File: src/rtl/sieve_pkg.sv
// Package: shared state encoding for the prime sieve coprocessor.
// Assumes nothing beyond IEEE 1800-2017 enumerations.
package sieve_pkg;

    typedef enum logic [2:0] {
        ST_IDLE        = 3'd0,
        ST_CLEAR       = 3'd1,
        ST_PROBE_ISSUE = 3'd2,
        ST_PROBE_TEST  = 3'd3,
        ST_MARK        = 3'd4,
        ST_SCAN_ISSUE  = 3'd5,
        ST_SCAN_TEST   = 3'd6,
        ST_DONE        = 3'd7
    } sieve_state_t;

endpackage

File: src/rtl/sieve_flag_ram.sv
// Module: sieve_flag_ram
// One-bit-wide memory with one write port and one registered read port.
// Assumes: read data appears one cycle after rd_en; a write and a read of the
// same address in one cycle return the old value. No reset: contents persist.
module sieve_flag_ram #(
    parameter int DEPTH  = 1025,
    parameter int ADDR_W = $clog2(DEPTH)
) (
    input  logic              clk,
    input  logic              wr_en_i,
    input  logic [ADDR_W-1:0] wr_addr_i,
    input  logic              wr_bit_i,
    input  logic              rd_en_i,
    input  logic [ADDR_W-1:0] rd_addr_i,
    output logic              rd_bit_o
);

    logic flags [DEPTH];

    // Write port: store one flag when enabled.
    always_ff @(posedge clk) begin
        if (wr_en_i) begin
            flags[wr_addr_i] <= wr_bit_i;
        end
    end

    // Read port: register the addressed flag for use next cycle.
    always_ff @(posedge clk) begin
        if (rd_en_i) begin
            rd_bit_o <= flags[rd_addr_i];
        end
    end

endmodule

File: src/rtl/sieve_ctrl.sv
// Module: sieve_ctrl
// Request/acknowledge sequencer for the sieve: clear sweep, seed probing,
// multiple marking and the upward scan of a query. Assumes the flag memory
// has one cycle of read latency and that 2*SEED_LAST <= MAX_IDX.
module sieve_ctrl
    import sieve_pkg::*;
#(
    parameter int MAX_IDX   = 1024,
    parameter int SEED_LAST = 32,
    parameter int DATA_W    = 32,
    parameter int ADDR_W    = $clog2(MAX_IDX + 1)
) (
    input  logic              clk,
    input  logic              rst_n,
    input  logic              req_i,
    input  logic [DATA_W-1:0] stage_i,
    input  logic [DATA_W-1:0] start_i,
    output logic              ack_o,
    output logic [DATA_W-1:0] result_o,
    output logic              wr_en_o,
    output logic [ADDR_W-1:0] wr_addr_o,
    output logic              wr_bit_o,
    output logic              rd_en_o,
    output logic [ADDR_W-1:0] rd_addr_o,
    input  logic              rd_bit_i
);

    localparam int IDX_W = ADDR_W + 1;
    localparam logic [IDX_W-1:0] MAX_I   = IDX_W'(MAX_IDX);
    localparam logic [IDX_W-1:0] SEED_F  = IDX_W'(2);
    localparam logic [IDX_W-1:0] SEED_L  = IDX_W'(SEED_LAST);

    sieve_state_t      state_q, state_n;
    logic [IDX_W-1:0]  idx_q, idx_n;
    logic [IDX_W-1:0]  seed_q, seed_n;
    logic [DATA_W-1:0] res_q, res_n;
    logic              seeds_done;

    assign seeds_done = (seed_q == SEED_L);

    // Next-state, counters and memory strobes for the current state.
    always_comb begin
        state_n = state_q;
        idx_n   = idx_q;
        seed_n  = seed_q;
        res_n   = res_q;
        wr_en_o = 1'b0;
        wr_bit_o = 1'b0;
        rd_en_o = 1'b0;
        case (state_q)
            ST_IDLE: begin
                if (req_i) begin
                    if (stage_i == DATA_W'(0)) begin
                        idx_n   = '0;
                        state_n = ST_CLEAR;
                    end else if (stage_i == DATA_W'(1)) begin
                        if (start_i > DATA_W'(MAX_IDX)) begin
                            res_n   = '0;
                            state_n = ST_DONE;
                        end else begin
                            idx_n   = IDX_W'(start_i);
                            state_n = ST_SCAN_ISSUE;
                        end
                    end else begin
                        state_n = ST_DONE;
                    end
                end
            end
            ST_CLEAR: begin
                wr_en_o = 1'b1;
                if (idx_q == MAX_I) begin
                    seed_n  = SEED_F;
                    state_n = ST_PROBE_ISSUE;
                end else begin
                    idx_n = idx_q + 1'b1;
                end
            end
            ST_PROBE_ISSUE: begin
                rd_en_o = 1'b1;
                state_n = ST_PROBE_TEST;
            end
            ST_PROBE_TEST: begin
                if (!rd_bit_i) begin
                    idx_n   = seed_q << 1;
                    state_n = ST_MARK;
                end else if (seeds_done) begin
                    state_n = ST_DONE;
                end else begin
                    seed_n  = seed_q + 1'b1;
                    state_n = ST_PROBE_ISSUE;
                end
            end
            ST_MARK: begin
                wr_en_o  = 1'b1;
                wr_bit_o = 1'b1;
                if ((idx_q + seed_q) <= MAX_I) begin
                    idx_n = idx_q + seed_q;
                end else if (seeds_done) begin
                    state_n = ST_DONE;
                end else begin
                    seed_n  = seed_q + 1'b1;
                    state_n = ST_PROBE_ISSUE;
                end
            end
            ST_SCAN_ISSUE: begin
                rd_en_o = 1'b1;
                state_n = ST_SCAN_TEST;
            end
            ST_SCAN_TEST: begin
                if (!rd_bit_i) begin
                    res_n   = DATA_W'(idx_q);
                    state_n = ST_DONE;
                end else if (idx_q == MAX_I) begin
                    res_n   = '0;
                    state_n = ST_DONE;
                end else begin
                    idx_n   = idx_q + 1'b1;
                    state_n = ST_SCAN_ISSUE;
                end
            end
            ST_DONE: begin
                state_n = ST_IDLE;
            end
            default: begin
                state_n = ST_IDLE;
            end
        endcase
    end

    // Control registers with synchronous active-low reset.
    always_ff @(posedge clk) begin
        if (!rst_n) begin
            state_q <= ST_IDLE;
            idx_q   <= '0;
            seed_q  <= SEED_F;
            res_q   <= '0;
        end else begin
            state_q <= state_n;
            idx_q   <= idx_n;
            seed_q  <= seed_n;
            res_q   <= res_n;
        end
    end

    assign wr_addr_o = idx_q[ADDR_W-1:0];
    assign rd_addr_o = (state_q == ST_PROBE_ISSUE) ? seed_q[ADDR_W-1:0]
                                                   : idx_q[ADDR_W-1:0];
    assign ack_o     = (state_q == ST_DONE);
    assign result_o  = res_q;

    AST_ACK_SINGLE: assert property (@(posedge clk) disable iff (!rst_n)
        ack_o |=> !ack_o);

    AST_RESULT_ONLY_AT_ACK: assert property (@(posedge clk) disable iff (!rst_n)
        !$stable(result_o) |-> ack_o);

    AST_NOOP_FAST: assert property (@(posedge clk) disable iff (!rst_n)
        (state_q == ST_IDLE && req_i && stage_i > DATA_W'(1)) |=> ack_o);

    AST_WRITE_IN_RANGE: assert property (@(posedge clk) disable iff (!rst_n)
        wr_en_o |-> (idx_q <= MAX_I));

    AST_SEEDS_UNMARKED: assert property (@(posedge clk) disable iff (!rst_n)
        (wr_en_o && wr_bit_o) |-> (idx_q >= IDX_W'(4)));

    AST_SCAN_IN_RANGE: assert property (@(posedge clk) disable iff (!rst_n)
        (state_q == ST_SCAN_ISSUE || state_q == ST_SCAN_TEST) |-> (idx_q <= MAX_I));

endmodule

File: src/rtl/prime_sieve_cop.sv
// Module: prime_sieve_cop (top)
// Prime sieve coprocessor: a sequencer and a persistent one-bit flag memory.
// Assumes requests are issued only while ack_o is low and the block is idle;
// a request raised during a busy operation is ignored until idle.
module prime_sieve_cop #(
    parameter int MAX_IDX   = 1024,
    parameter int SEED_LAST = 32,
    parameter int DATA_W    = 32
) (
    input  logic              clk,
    input  logic              rst_n,
    input  logic              req_i,
    input  logic [DATA_W-1:0] stage_i,
    input  logic [DATA_W-1:0] start_i,
    output logic [DATA_W-1:0] result_o,
    output logic              ack_o
);

    localparam int DEPTH  = MAX_IDX + 1;
    localparam int ADDR_W = $clog2(DEPTH);

    logic              wr_en;
    logic [ADDR_W-1:0] wr_addr;
    logic              wr_bit;
    logic              rd_en;
    logic [ADDR_W-1:0] rd_addr;
    logic              rd_bit;

    sieve_ctrl #(
        .MAX_IDX   (MAX_IDX),
        .SEED_LAST (SEED_LAST),
        .DATA_W    (DATA_W),
        .ADDR_W    (ADDR_W)
    ) u_ctrl (
        .clk       (clk),
        .rst_n     (rst_n),
        .req_i     (req_i),
        .stage_i   (stage_i),
        .start_i   (start_i),
        .ack_o     (ack_o),
        .result_o  (result_o),
        .wr_en_o   (wr_en),
        .wr_addr_o (wr_addr),
        .wr_bit_o  (wr_bit),
        .rd_en_o   (rd_en),
        .rd_addr_o (rd_addr),
        .rd_bit_i  (rd_bit)
    );

    sieve_flag_ram #(
        .DEPTH  (DEPTH),
        .ADDR_W (ADDR_W)
    ) u_flags (
        .clk       (clk),
        .wr_en_i   (wr_en),
        .wr_addr_i (wr_addr),
        .wr_bit_i  (wr_bit),
        .rd_en_i   (rd_en),
        .rd_addr_i (rd_addr),
        .rd_bit_o  (rd_bit)
    );

endmodule

File: config.mk
export PLATFORM = sky130hd
export DESIGN_NAME = prime_sieve_cop
export DESIGN_NICKNAME = d
export VERILOG_FILES = /design/src/rtl/sieve_pkg.sv /design/src/rtl/sieve_flag_ram.sv /design/src/rtl/sieve_ctrl.sv /design/src/rtl/prime_sieve_cop.sv
export SDC_FILE = /design/constraint.sdc
export NUM_CORES = 2
export LEC_CHECK = 0
export ABC_AREA = 1
export BUFFER_PORTS_ARGS = -buffer_cell sky130_fd_sc_hd__buf_4
export CORE_UTILIZATION = 45
export DETAILED_ROUTE_END_ITERATION = 8
export PLACE_DENSITY = 0.72
export SYNTH_ARGS = -nofsm -noshare
export SYNTH_HDL_FRONTEND = slang
export SYNTH_SLANG_ARGS = --single-unit
File: constraint.sdc
create_clock -name clk -period 30.9 [get_ports clk]
set_input_delay 6.18 -clock clk [delete_from_list [all_inputs] [get_ports clk]]
set_output_delay 6.18 -clock clk [all_outputs]
set_load 0.02 [all_outputs]
==> metrics <==
Critical Path Sink Type=output port; core area=113000 sq um; Initial DRT Pass Iterations=6; critical path's slowest cell=dfxtp_1; Congestion Overflow GR=0; htree depth=3; Worst Setup Path Type=register to output port; Hold WC Path Type=register to register; layout cells sized above 1=5.89%; unrepaired setup endpoints after global routing=no; Synth Warn #=0; Post-Route WL=147 mm; top-area cell type share of the netlist area=59.8%; maximum VDD drop=160 uV; Setup WS pre-CTS=22.20 ns; CTS Hold Bufs=0; number of global-route vias before repair=37100; CTS Buffer Depth=3; CP bufs+invs=2; leading area contributor after synthesis=edfxtp_1; routability cong.=0.927; fillers=10300; final hold vios=0; Max-slew headroom=9.75%; Static Leakage=20.9 nW; PwrDens=98.9 nW/um^2; Worst-Margin Slew=1.35 ns; synthesized instance count=5756; die width=340 um; most frequent cells in the layout=1422 x nand2_1, 1125 x nor2_1, 1026 x edfxtp_1; min Tclk post-route=8.12 ns; worst stage delay on the critical path=0.58 ns; most common cell after layout, fill and taps aside=nand2_1; fmax=123 MHz; drt wl/cell=20.5 um; Startpoint Class=register; setup TNS=0 ns; DRT iter0 DRCs=5866; Critical Path Fanout Max=9; Worst Path Arrival=1.94 ns; Area after DPL=52700 sq um; Design Area, Final=55800 sq um; Setup WS post-layout=22.78 ns; Clock Skew=0.0242 ns; Critical Path RT=24.72 ns; sequential element share of the synthesized area=61.3%; first-pass GRT wire length=220 mm; top area cells in the synthesized netlist=edfxtp_1 60%, nand2_1 11%, nor2_1 8.2%, nand3_1 7.7%, inv_1 4.0%; initial antenna violation count=2; Post-CTS Setup Repair Bufs=0; family with the most delay on the worst path=flip-flops; initial core utilization=45.6%; status=complete, no violations; hpwl dp=72.5 mm; Final setup violation count=0; height of the die=340 um; GRT Util Overall=24.9%; post-CTS resize count=0; TritonCTS buffer count=105; Slew Limit Fails=0; CTS sink count=1065; synth-to-layout area growth=8.31%; Std-Cell Rows=123; root buffer cell=clkbuf_16; Final ANT Viol Nets=0; Netlist cell types=45; CTS tree=built; Post-Syn Area per Cell=8.95 sq um; DRC viols=0; fin crit share=26.3%; fin nets=5662; routed via count=39900; critical path, cell by cell=inv_1 -> nor3_1 -> buf_4; Yosys reg bits=1065; largest net degree at the start of global routing=316; Mapped Area=51500 sq um; die area=116000 sq um; Ports=100; Power, Total=5.52 mW; Vias/cell=5.58; port bufs=79; Max Cap Viol=0; Clock Latency Late Sink=0.69 ns; Worst-path clk slew=0.06 ns
-- sequential cells by signal (all words and copies together) (netlist names) --
signal,flops
u_ctrl.seed_q,12
u_flags.flags,1025
u_ctrl.result_o,12
u_flags.rd_bit_o,1
u_ctrl.idx_q,12
u_ctrl.state_q,3
-- cells by family (layout without fill, tap and decap cells) --
| group | after synthesis | after routing | share of synthesized area, % |
|---|---|---|---|
| buffers and inverters | 1005 | 888 | 8.23 |
| XOR/XNOR | 11 | 11 | 0.187 |
| other | 1 | 22 | 0.00728 |
| AND/OR/NAND/NOR | 3436 | 3436 | 27.2 |
| flip-flops | 1065 | 1065 | 61.3 |
| adder cells (fa/ha/maj) | 18 | 18 | 0.452 |
| AO/OA/AOI/OAI | 220 | 220 | 2.59 |
-- tightest hold or removal path: stages, from the launching register on --
cell and delay [ns]:
dfxtp_1 0.34, a22oi_1 0.07, nor2_1 0.08
-- synthesized netlist by cell type --
cell type	instances
a221oi_1	1
edfxtp_1	1026
nor2_4	1
xnor2_1	4
nand2_1	1452
o2111ai_1	4
inv_1	552
nor2_1	1126
buf_4	38
o21bai_1	2
fa_1	1
or4_1	2
nand4_1	12
a22oi_1	14
or2_2	4
buf_1	11
o21ai_0	95
buf_8	1
o22ai_1	4
nand2_4	3
o21ai_1	9
conb_1	1
dfxtp_1	39
nor4_1	13
buf_2	161
xor2_1	7
a21oi_1	28
nand2_2	1
inv_2	3
buf_6	15
a211oi_1	5
o211ai_1	46
o31ai_1	1
o21ai_4	1
o21ai_2	1
a21o_1	2
nand3_1	796
a2111oi_0	2
a31oi_1	3
o221ai_1	1
ha_1	17
clkbuf_1	224
a311oi_1	1
nor3_1	25
nand3_2	1
-- cell type report --
| cell class | instances | area, sq um | share of cell area [%] |
|---|---|---|---|
| Inverter | 555 | 2090 | 3.74 |
| Clock inverter | 53 | 362 | 0.648 |
| Multi-Input combinational cell | 3705 | 16000 | 28.6 |
| Timing Repair Buffer | 145 | 1150 | 2.06 |
| Clock buffer | 135 | 2780 | 4.98 |
| Sequential cell | 1065 | 31600 | 56.6 |
| Tap cell | 1500 | 1880 | 3.36 |
| Antenna cell | 2 | 5.00 | 0.00897 |
-- through the flow --
stage               hold slack, ns  std cells  utilization [%]
floorplan                    0.494       5775                -
global placement             0.493       6970             46.6
detailed placement           0.496       6970             46.6
CTS                          0.516       7158             49.4
global route                 0.533       7158             49.4
finish                       0.514       7160             49.4
-- path summary, 6_finish.rpt --
check                             startpoint                              end  slack [ns]  cells past startpoint
max reg2reg   u_ctrl.state_q[1]$_SDFFE_PN0P_       u_flags.rd_bit_o$_DFFE_PP_       25.52                     17
min          u_ctrl.result_o[9]$_SDFFE_PN0P_  u_ctrl.result_o[9]$_SDFFE_PN0P_        0.51                      2
min reg2reg  u_ctrl.result_o[9]$_SDFFE_PN0P_  u_ctrl.result_o[9]$_SDFFE_PN0P_        0.51                      2
max           u_ctrl.state_q[1]$_SDFFE_PN0P_                            ack_o       22.78                      3
-- report_power, final --
group          switching [mW]  total, mW  internal (mW)  leakage (nW)
Clock                   0.546       1.20          0.658          1.53
Combinational            1.87       2.48          0.610          9.63
Sequential             0.0481       1.83           1.78          9.76
-- per-layer routing --
metal | global-route usage, % | part of all wire (%) | vias to the layer above
met3 | 4.07 | 11 | 404
li1 | - | - | 18300
met1 | 32.9 | 38 | 19000
met5 | 0 | 0.014 | -
met4 | 11.2 | 4.7 | 2
met2 | 40.2 | 46 | 2257
Note: power is estimated with default switching activity, not from simulation.
